**config.mk**
```make
export PLATFORM = sky130hd
export DESIGN_NAME = tbl_interp
export DESIGN_NICKNAME = d
export VERILOG_FILES = /design/src/rtl/tbl_interp_pkg.sv /design/src/rtl/tbl_addr_gen.sv /design/src/rtl/tbl_interp_dp.sv /design/src/rtl/tbl_interp_ctl.sv /design/src/rtl/tbl_interp.sv
export SDC_FILE = /design/constraint.sdc
export NUM_CORES = 1
export LEC_CHECK = 0
export BUFFER_PORTS_ARGS = -buffer_cell sky130_fd_sc_hd__buf_2
export CORE_AREA = 2 2 163 197
export DETAILED_ROUTE_END_ITERATION = 12
export DIE_AREA = 0 0 165 199
export PLACE_DENSITY = 0.83
export SETUP_SLACK_MARGIN = 0.1
export SKIP_LAST_GASP = 1
export SYNTH_ARGS = -nofsm -noshare
export SYNTH_HDL_FRONTEND = slang
export SYNTH_SLANG_ARGS = --single-unit
```
**constraint.sdc**
```tcl
create_clock -name clk -period 11.66 [get_ports clk]
set_clock_uncertainty 0.15 [all_clocks]
set_input_delay 0.583 -clock clk [delete_from_list [all_inputs] [get_ports clk]]
set_output_delay 0.583 -clock clk [all_outputs]
set_load 0.1 [all_outputs]
```
**src/rtl/tbl_interp_pkg.sv**
```systemverilog
package tbl_interp_pkg;

  localparam int DATA_W = 32;
  localparam int FRAC_W = 8;
  localparam int RES_W  = DATA_W + FRAC_W;
  localparam int ACC_W  = RES_W + 2;

  typedef enum logic [1:0] {
    SZ_BYTE = 2'b00,
    SZ_WORD = 2'b01,
    SZ_LONG = 2'b10
  } opsize_e;

  // sign extension of a raw operand according to its size code
  function automatic logic signed [DATA_W-1:0] sext_op(input logic [DATA_W-1:0] v,
                                                       input logic [1:0] sz);
    case (sz)
      SZ_BYTE: return DATA_W'($signed(v[7:0]));
      SZ_WORD: return DATA_W'($signed(v[15:0]));
      default: return $signed(v);
    endcase
  endfunction

  // A*2^FRAC_W + (B-A)*f, exact
  function automatic logic signed [RES_W-1:0] lerp_scaled(input logic signed [DATA_W-1:0] a,
                                                          input logic signed [DATA_W-1:0] b,
                                                          input logic [FRAC_W-1:0] f);
    logic signed [ACC_W-1:0] ae, be, fe, sum;
    ae  = ACC_W'(a);
    be  = ACC_W'(b);
    fe  = ACC_W'($signed({1'b0, f}));
    sum = (ae <<< FRAC_W) + ((be - ae) * fe);
    return sum[RES_W-1:0];
  endfunction

  // half-up rounding of a scaled value back to integer scale
  function automatic logic signed [RES_W-1:0] round_scaled(input logic signed [RES_W-1:0] s);
    logic signed [RES_W-1:0] t;
    t = s + RES_W'(1 << (FRAC_W - 1));
    return t >>> FRAC_W;
  endfunction

endpackage

```
**src/rtl/tbl_addr_gen.sv**
```systemverilog
module tbl_addr_gen #(
  parameter int ADDR_W = 16,
  parameter int IDX_W  = 8
) (
  input  logic [ADDR_W-1:0] base,
  input  logic [IDX_W-1:0]  idx,
  input  logic [1:0]        sz,
  input  logic              upper,
  output logic [ADDR_W-1:0] addr
);
  localparam int STEP_W = IDX_W + 1;

  logic [STEP_W-1:0] entry;
  logic [1:0]        shamt;

  always_comb begin
    entry = {1'b0, idx} + STEP_W'(upper);
    shamt = (sz == 2'b11) ? 2'b10 : sz;
    addr  = base + (ADDR_W'(entry) << shamt);
  end
endmodule

```
**src/rtl/tbl_interp_dp.sv**
```systemverilog
module tbl_interp_dp
  import tbl_interp_pkg::*;
(
  input  logic [DATA_W-1:0] raw_a,
  input  logic [DATA_W-1:0] raw_b,
  input  logic [1:0]        sz,
  input  logic [FRAC_W-1:0] frac,
  input  logic              rnd,
  output logic [RES_W-1:0]  res
);
  logic signed [DATA_W-1:0] sa, sb;
  logic signed [RES_W-1:0]  scaled;

  always_comb begin
    sa     = sext_op(raw_a, sz);
    sb     = sext_op(raw_b, sz);
    scaled = lerp_scaled(sa, sb, frac);
    res    = rnd ? round_scaled(scaled) : scaled;
  end
endmodule

```
**src/rtl/tbl_interp_ctl.sv**
```systemverilog
module tbl_interp_ctl (
  input  logic clk,
  input  logic rst_n,
  input  logic start,
  input  logic tbl_mode,
  output logic accept,
  output logic fetch_lo,
  output logic fetch_hi,
  output logic cap_lo,
  output logic cap_hi,
  output logic calc_fire,
  output logic busy
);
  typedef enum logic [2:0] {
    ST_IDLE, ST_RD_LO, ST_RD_HI, ST_TAIL, ST_CALC
  } ctl_state_e;

  ctl_state_e state, state_nx;

  always_comb begin
    state_nx = state;
    case (state)
      ST_IDLE:  if (start) state_nx = tbl_mode ? ST_RD_LO : ST_CALC;
      ST_RD_LO: state_nx = ST_RD_HI;
      ST_RD_HI: state_nx = ST_TAIL;
      ST_TAIL:  state_nx = ST_CALC;
      ST_CALC:  state_nx = ST_IDLE;
      default:  state_nx = ST_IDLE;
    endcase
  end

  always_ff @(posedge clk) begin
    if (!rst_n) state <= ST_IDLE;
    else        state <= state_nx;
  end

  assign accept    = start && (state == ST_IDLE);
  assign fetch_lo  = (state == ST_RD_LO);
  assign fetch_hi  = (state == ST_RD_HI);
  assign cap_lo    = (state == ST_RD_HI);
  assign cap_hi    = (state == ST_TAIL);
  assign calc_fire = (state == ST_CALC);
  assign busy      = (state != ST_IDLE);
endmodule

```
**src/rtl/tbl_interp.sv**
```systemverilog
module tbl_interp
  import tbl_interp_pkg::*;
#(
  parameter int ADDR_W = 16,
  parameter int IDX_W  = 8
) (
  input  logic              clk,
  input  logic              rst_n,
  input  logic              start,
  input  logic              tbl_mode,
  input  logic              round_en,
  input  logic [1:0]        op_size,
  input  logic [IDX_W+FRAC_W-1:0] selector,
  input  logic [ADDR_W-1:0] tbl_base,
  input  logic [DATA_W-1:0] end_a,
  input  logic [DATA_W-1:0] end_b,
  output logic              mem_rd,
  output logic [ADDR_W-1:0] mem_addr,
  input  logic [DATA_W-1:0] mem_rdata,
  output logic              busy,
  output logic              done,
  output logic [RES_W-1:0]  result
);
  localparam int SEL_W = IDX_W + FRAC_W;

  // named events, also used by the checker
  logic accept, fetch_lo, fetch_hi, cap_lo, cap_hi, calc_fire;

  logic              mode_q, round_q;
  logic [1:0]        size_q;
  logic [IDX_W-1:0]  idx_q;
  logic [FRAC_W-1:0] frac_q;
  logic [ADDR_W-1:0] base_q;
  logic [DATA_W-1:0] a_q, b_q;
  logic [RES_W-1:0]  dp_res, result_q;
  logic              done_q;

  tbl_interp_ctl u_ctl (
    .clk      (clk),
    .rst_n    (rst_n),
    .start    (start),
    .tbl_mode (tbl_mode),
    .accept   (accept),
    .fetch_lo (fetch_lo),
    .fetch_hi (fetch_hi),
    .cap_lo   (cap_lo),
    .cap_hi   (cap_hi),
    .calc_fire(calc_fire),
    .busy     (busy)
  );

  tbl_addr_gen #(.ADDR_W(ADDR_W), .IDX_W(IDX_W)) u_addr (
    .base (base_q),
    .idx  (idx_q),
    .sz   (size_q),
    .upper(fetch_hi),
    .addr (mem_addr)
  );

  tbl_interp_dp u_dp (
    .raw_a(a_q),
    .raw_b(b_q),
    .sz   (size_q),
    .frac (frac_q),
    .rnd  (round_q),
    .res  (dp_res)
  );

  assign mem_rd = fetch_lo | fetch_hi;

  always_ff @(posedge clk) begin
    if (!rst_n) begin
      mode_q  <= 1'b0;
      round_q <= 1'b0;
      size_q  <= 2'b00;
      idx_q   <= '0;
      frac_q  <= '0;
      base_q  <= '0;
      a_q     <= '0;
      b_q     <= '0;
    end else begin
      if (accept) begin
        mode_q  <= tbl_mode;
        round_q <= round_en;
        size_q  <= op_size;
        idx_q   <= selector[SEL_W-1:FRAC_W];
        frac_q  <= selector[FRAC_W-1:0];
        base_q  <= tbl_base;
        if (!tbl_mode) begin
          a_q <= end_a;
          b_q <= end_b;
        end
      end
      if (cap_lo) a_q <= mem_rdata;
      if (cap_hi) b_q <= mem_rdata;
    end
  end

  always_ff @(posedge clk) begin
    if (!rst_n) begin
      result_q <= '0;
      done_q   <= 1'b0;
    end else begin
      done_q <= calc_fire;
      if (calc_fire) result_q <= dp_res;
    end
  end

  assign done   = done_q;
  assign result = result_q;
endmodule

```
==> summary.txt <==
Synth
  • Mux cell area share after synthesis: 3.90%
  • Async S/R FF share, synth: 0%
  • Count leader, synth: inv_1
  • Adder-cell area share of the yosys netlist: roughly 33%
  • Synth Area in Simple Gates: 19.4%
  • Share of the synthesized area in the top cell type: 24.4%
  • Xor/xnor cell area share of the yosys netlist: roughly 5.0%
  • Synth Area in Compound Gates: 15.7%
  • Ranking of synthesized cells by instance count: 286 x inv_1, 257 x nand2_1, 232 x fa_1
  • Syn Area/Cell: 8.27 µm²
  • Mapped cell area: 0.0190 mm²
  • Largest family of logic cells by synthesized area: adder cells
  • Synth unique cells: 87
  • Sequential-to-total area share from yosys stat: 15.1%
  • Synth area leader: fa_1
  • Ranking of synthesized cells by area: fa_1 24%, dfxtp_1 15%, ha_1 8.5%, inv_1 5.6%, nand2_1 5.1%
  • Post-synth EDFFs: 0
  • Warnings from Yosys: 0
  • Post-Synthesis Cells: 2,299
  • Synthesized net count: 2,795
  • FF+latch count, synth: 143
  • Ys flop type: dfxtp_1

Clock tree
  • CTS hold repair buffers: 0
  • Num Clock Sinks: 143
  • Worst-skew pair later-pin latency: 0.45 ns
  • Post_cts resized: 0
  • Reg clk slew, reported paths: 0.07 ns
  • Num CTS Buffers: 17
  • CTS Root Cell: clkbuf_16
  • Post-CTS Setup Bufs: 0
  • CTS tree: done
  • CTS max path bufs: 2
  • H-tree lvl count: 4

Place
  • DP HPWL: approximately 38,000 µm
  • Pre-CTS WS: 1.25 ns
  • Buffers on Ports: 193
  • GP Congestion: 0.941

Timing
  • Max Fclk: 0.0947 GHz
  • Endpoints failing hold: 0
  • Setup ws final: between 1 and 1.5 ns
  • # setup viols final: 0
  • Worst-Margin Slew: 1.30 ns
  • Final Hold Slack: between 0.2 and 0.25 ns
  • Setup TNS: 0 ns
  • Count of pins over their slew limit: 0
  • Tcrit/Tclk final: 90.5%
  • Slew HR: 13.1%
  • Minimum clock period: 10.55 ns
  • RSZ-0062 raised after global routing: no

Flow run
  • MaxCap Viol Count: 0

Global route
  • Grt met1 use: 38.9%
  • First-pass GRT wire length: between 70,000 and 80,000 µm
  • Largest net degree at the start of global routing: 100
  • Met2 Resource Use GR: 51.2%
  • Met3 Usage GRT: 4.88%
  • GR peak layer: met2
  • GRT overflow: 0
  • Vias in the first global route: 16,500
  • Initial antenna violation count: 1
  • GRT Resource Usage Total: between 30% and 40%

Drt
  • Antenna-violating nets left: 0
  • Vias: 16,400
  • Initial DRC Count: 1,123
  • DR pass1 iterations: 5
  • Post-Route WL: between 40,000 and 50,000 µm
  • Via-to-Cell Ratio: 5.81
  • DRC viols: 0
  • DR WL/cell: approximately 17 µm

Floorplan
  • FP Rows: 71
  • Die footprint: 0.0328 mm²
  • Starting Density: roughly three fifths
  • Die Ht: 199 µm
  • Core area: 0.0310 mm²
  • Io pins: 194
  • Die width: 165 µm

Critical path
  • CP arrival: around 11 ns
  • Worst setup SP type: flip-flop
  • WS Path Type: reg2reg
  • CP dominant cell by count: fa_1
  • Reg2Reg Setup Slack: approximately 1.1 ns
  • CP max stage cell: fa_1
  • CP max FO: 17
  • CP required: between 10 and 15 ns
  • CP peak stage delay: 0.55 ns
  • CP endpoint kind: flip-flop

Cells and area
  • Area occupied by registers: 0.00286 mm²
  • Final nets: about 2,900
  • Footprint of the multi-input gates: 0.0146 mm²
  • Share of post-route cells with drive strength above 1: approximately 11%
  • Antenna fix cells: 0
  • Synth-to-layout area growth: 9.56%
  • Fillers: between 2,000 and 2,500

Power and ir drop
  • Pwr Density: ~300 mW/mm²
  • Max VDD drop: 0.225 mV
  • Total power: 0.00640 W
  • LEAKAGE: approximately 10 nW

Run status
  • Status: finished clean

Min path
  • Hold WC Path Type: in2reg
==> power breakdown <==
group	internal [W]	total, W	switching (W)
Sequential	0.000545	0.000593	0.0000477
Combinational	0.00187	0.00519	0.00333
Clock	0.000372	0.000610	0.000238
Total	0.00278	0.00640	0.00361
==> area by class of cell <==
type / instances / share of cell area [%]
Clock inverter: 11 / 0.841
Timing Repair Buffer: 210 / 5.25
Sequential cell: 143 / 13.7
Multi-Input combinational cell: 1752 / 70.3
Clock buffer: 21 / 2.21
Tap cell: 401 / 2.41
Inverter: 289 / 5.22
==> layout by cell type (no fill, tap or decap), drive strengths merged, types with 5 or more instances in the layout <==
| master | count |
|---|---|
| o21bai | 7 |
| and2 | 153 |
| xor2 | 33 |
| nor3 | 22 |
| o211ai | 8 |
| inv | 292 |
| a31oi | 14 |
| a211oi | 98 |
| nand4 | 11 |
| nor2 | 162 |
| nor2b | 30 |
| a22oi | 5 |
| nor4 | 7 |
| fa | 232 |
| dfxtp | 143 |
| a21o | 21 |
| xnor2 | 72 |
| o21a | 6 |
| a21oi | 175 |
| nand2b | 14 |
| o31ai | 9 |
| nor3b | 5 |
| clkbuf | 21 |
| mux2i | 74 |
| ha | 129 |
| a31o | 5 |
| buf | 210 |
| a21boi | 6 |
| o221ai | 8 |
| and3 | 21 |
| and4 | 14 |
| nand3 | 33 |
| nand2 | 258 |
| o21ai | 64 |
==> critical path: cells and delay by family (launching register included) <==
family | cells | cell delay [ns]
AND/OR/NAND/NOR | 7 | 1.84
adder cells (fa/ha/maj) | 7 | 3.26
flip-flops | 1 | 0.48
AO/OA/AOI/OAI | 14 | 3.65
buffers and inverters | 3 | 0.18
XOR/XNOR | 2 | 0.80
==> worst paths after layout <==
path	cells past startpoint	from	end
setup / recovery	33	size_q[0]	result[33]
hold / removal	3	tbl_base[1]	base_q[1]
setup reg to reg	33	size_q[0]	result[33]
hold reg to reg	2	result[18]	result[18]
==> metrics by stage <==
step	utilization, %	area, µm²	cells
floorplan	-	19000	2299
global placement	65.1	20200	2795
detailed placement	65.1	20200	2795
CTS	67.2	20800	2827
global route	67.2	20800	2827
finish	67.2	20800	2827
==> routing by layer <==
layer | share of wire (%) | vias to the layer above
li1 | - | 7852
met1 | 42 | 7809
met2 | 48 | 682
met3 | 7.7 | 88
met4 | 2.4 | 0
met5 | 0 | -
==> state kept, by name, indices dropped and copies added (netlist names) <==
name,cells
a_q,32
b_q,32
base_q,16
done,1
frac_q,8
idx_q,8
result,40
round_q,1
size_q,2
u_ctl.state,3
==> cell families (layout without fill, tap and decap cells) <==
logic type | count (synthesis) | after routing
and+or+nand+nor | 750 | 750
other | 1 | 1
AOI/OAI and AO/OA | 461 | 461
muxes | 74 | 74
xor gates and xnor gates | 105 | 105
adders and majority gates | 361 | 361
buffers and inverters | 404 | 531
DFF | 143 | 143
No activity file was read; power rests on OpenSTA's default activity.
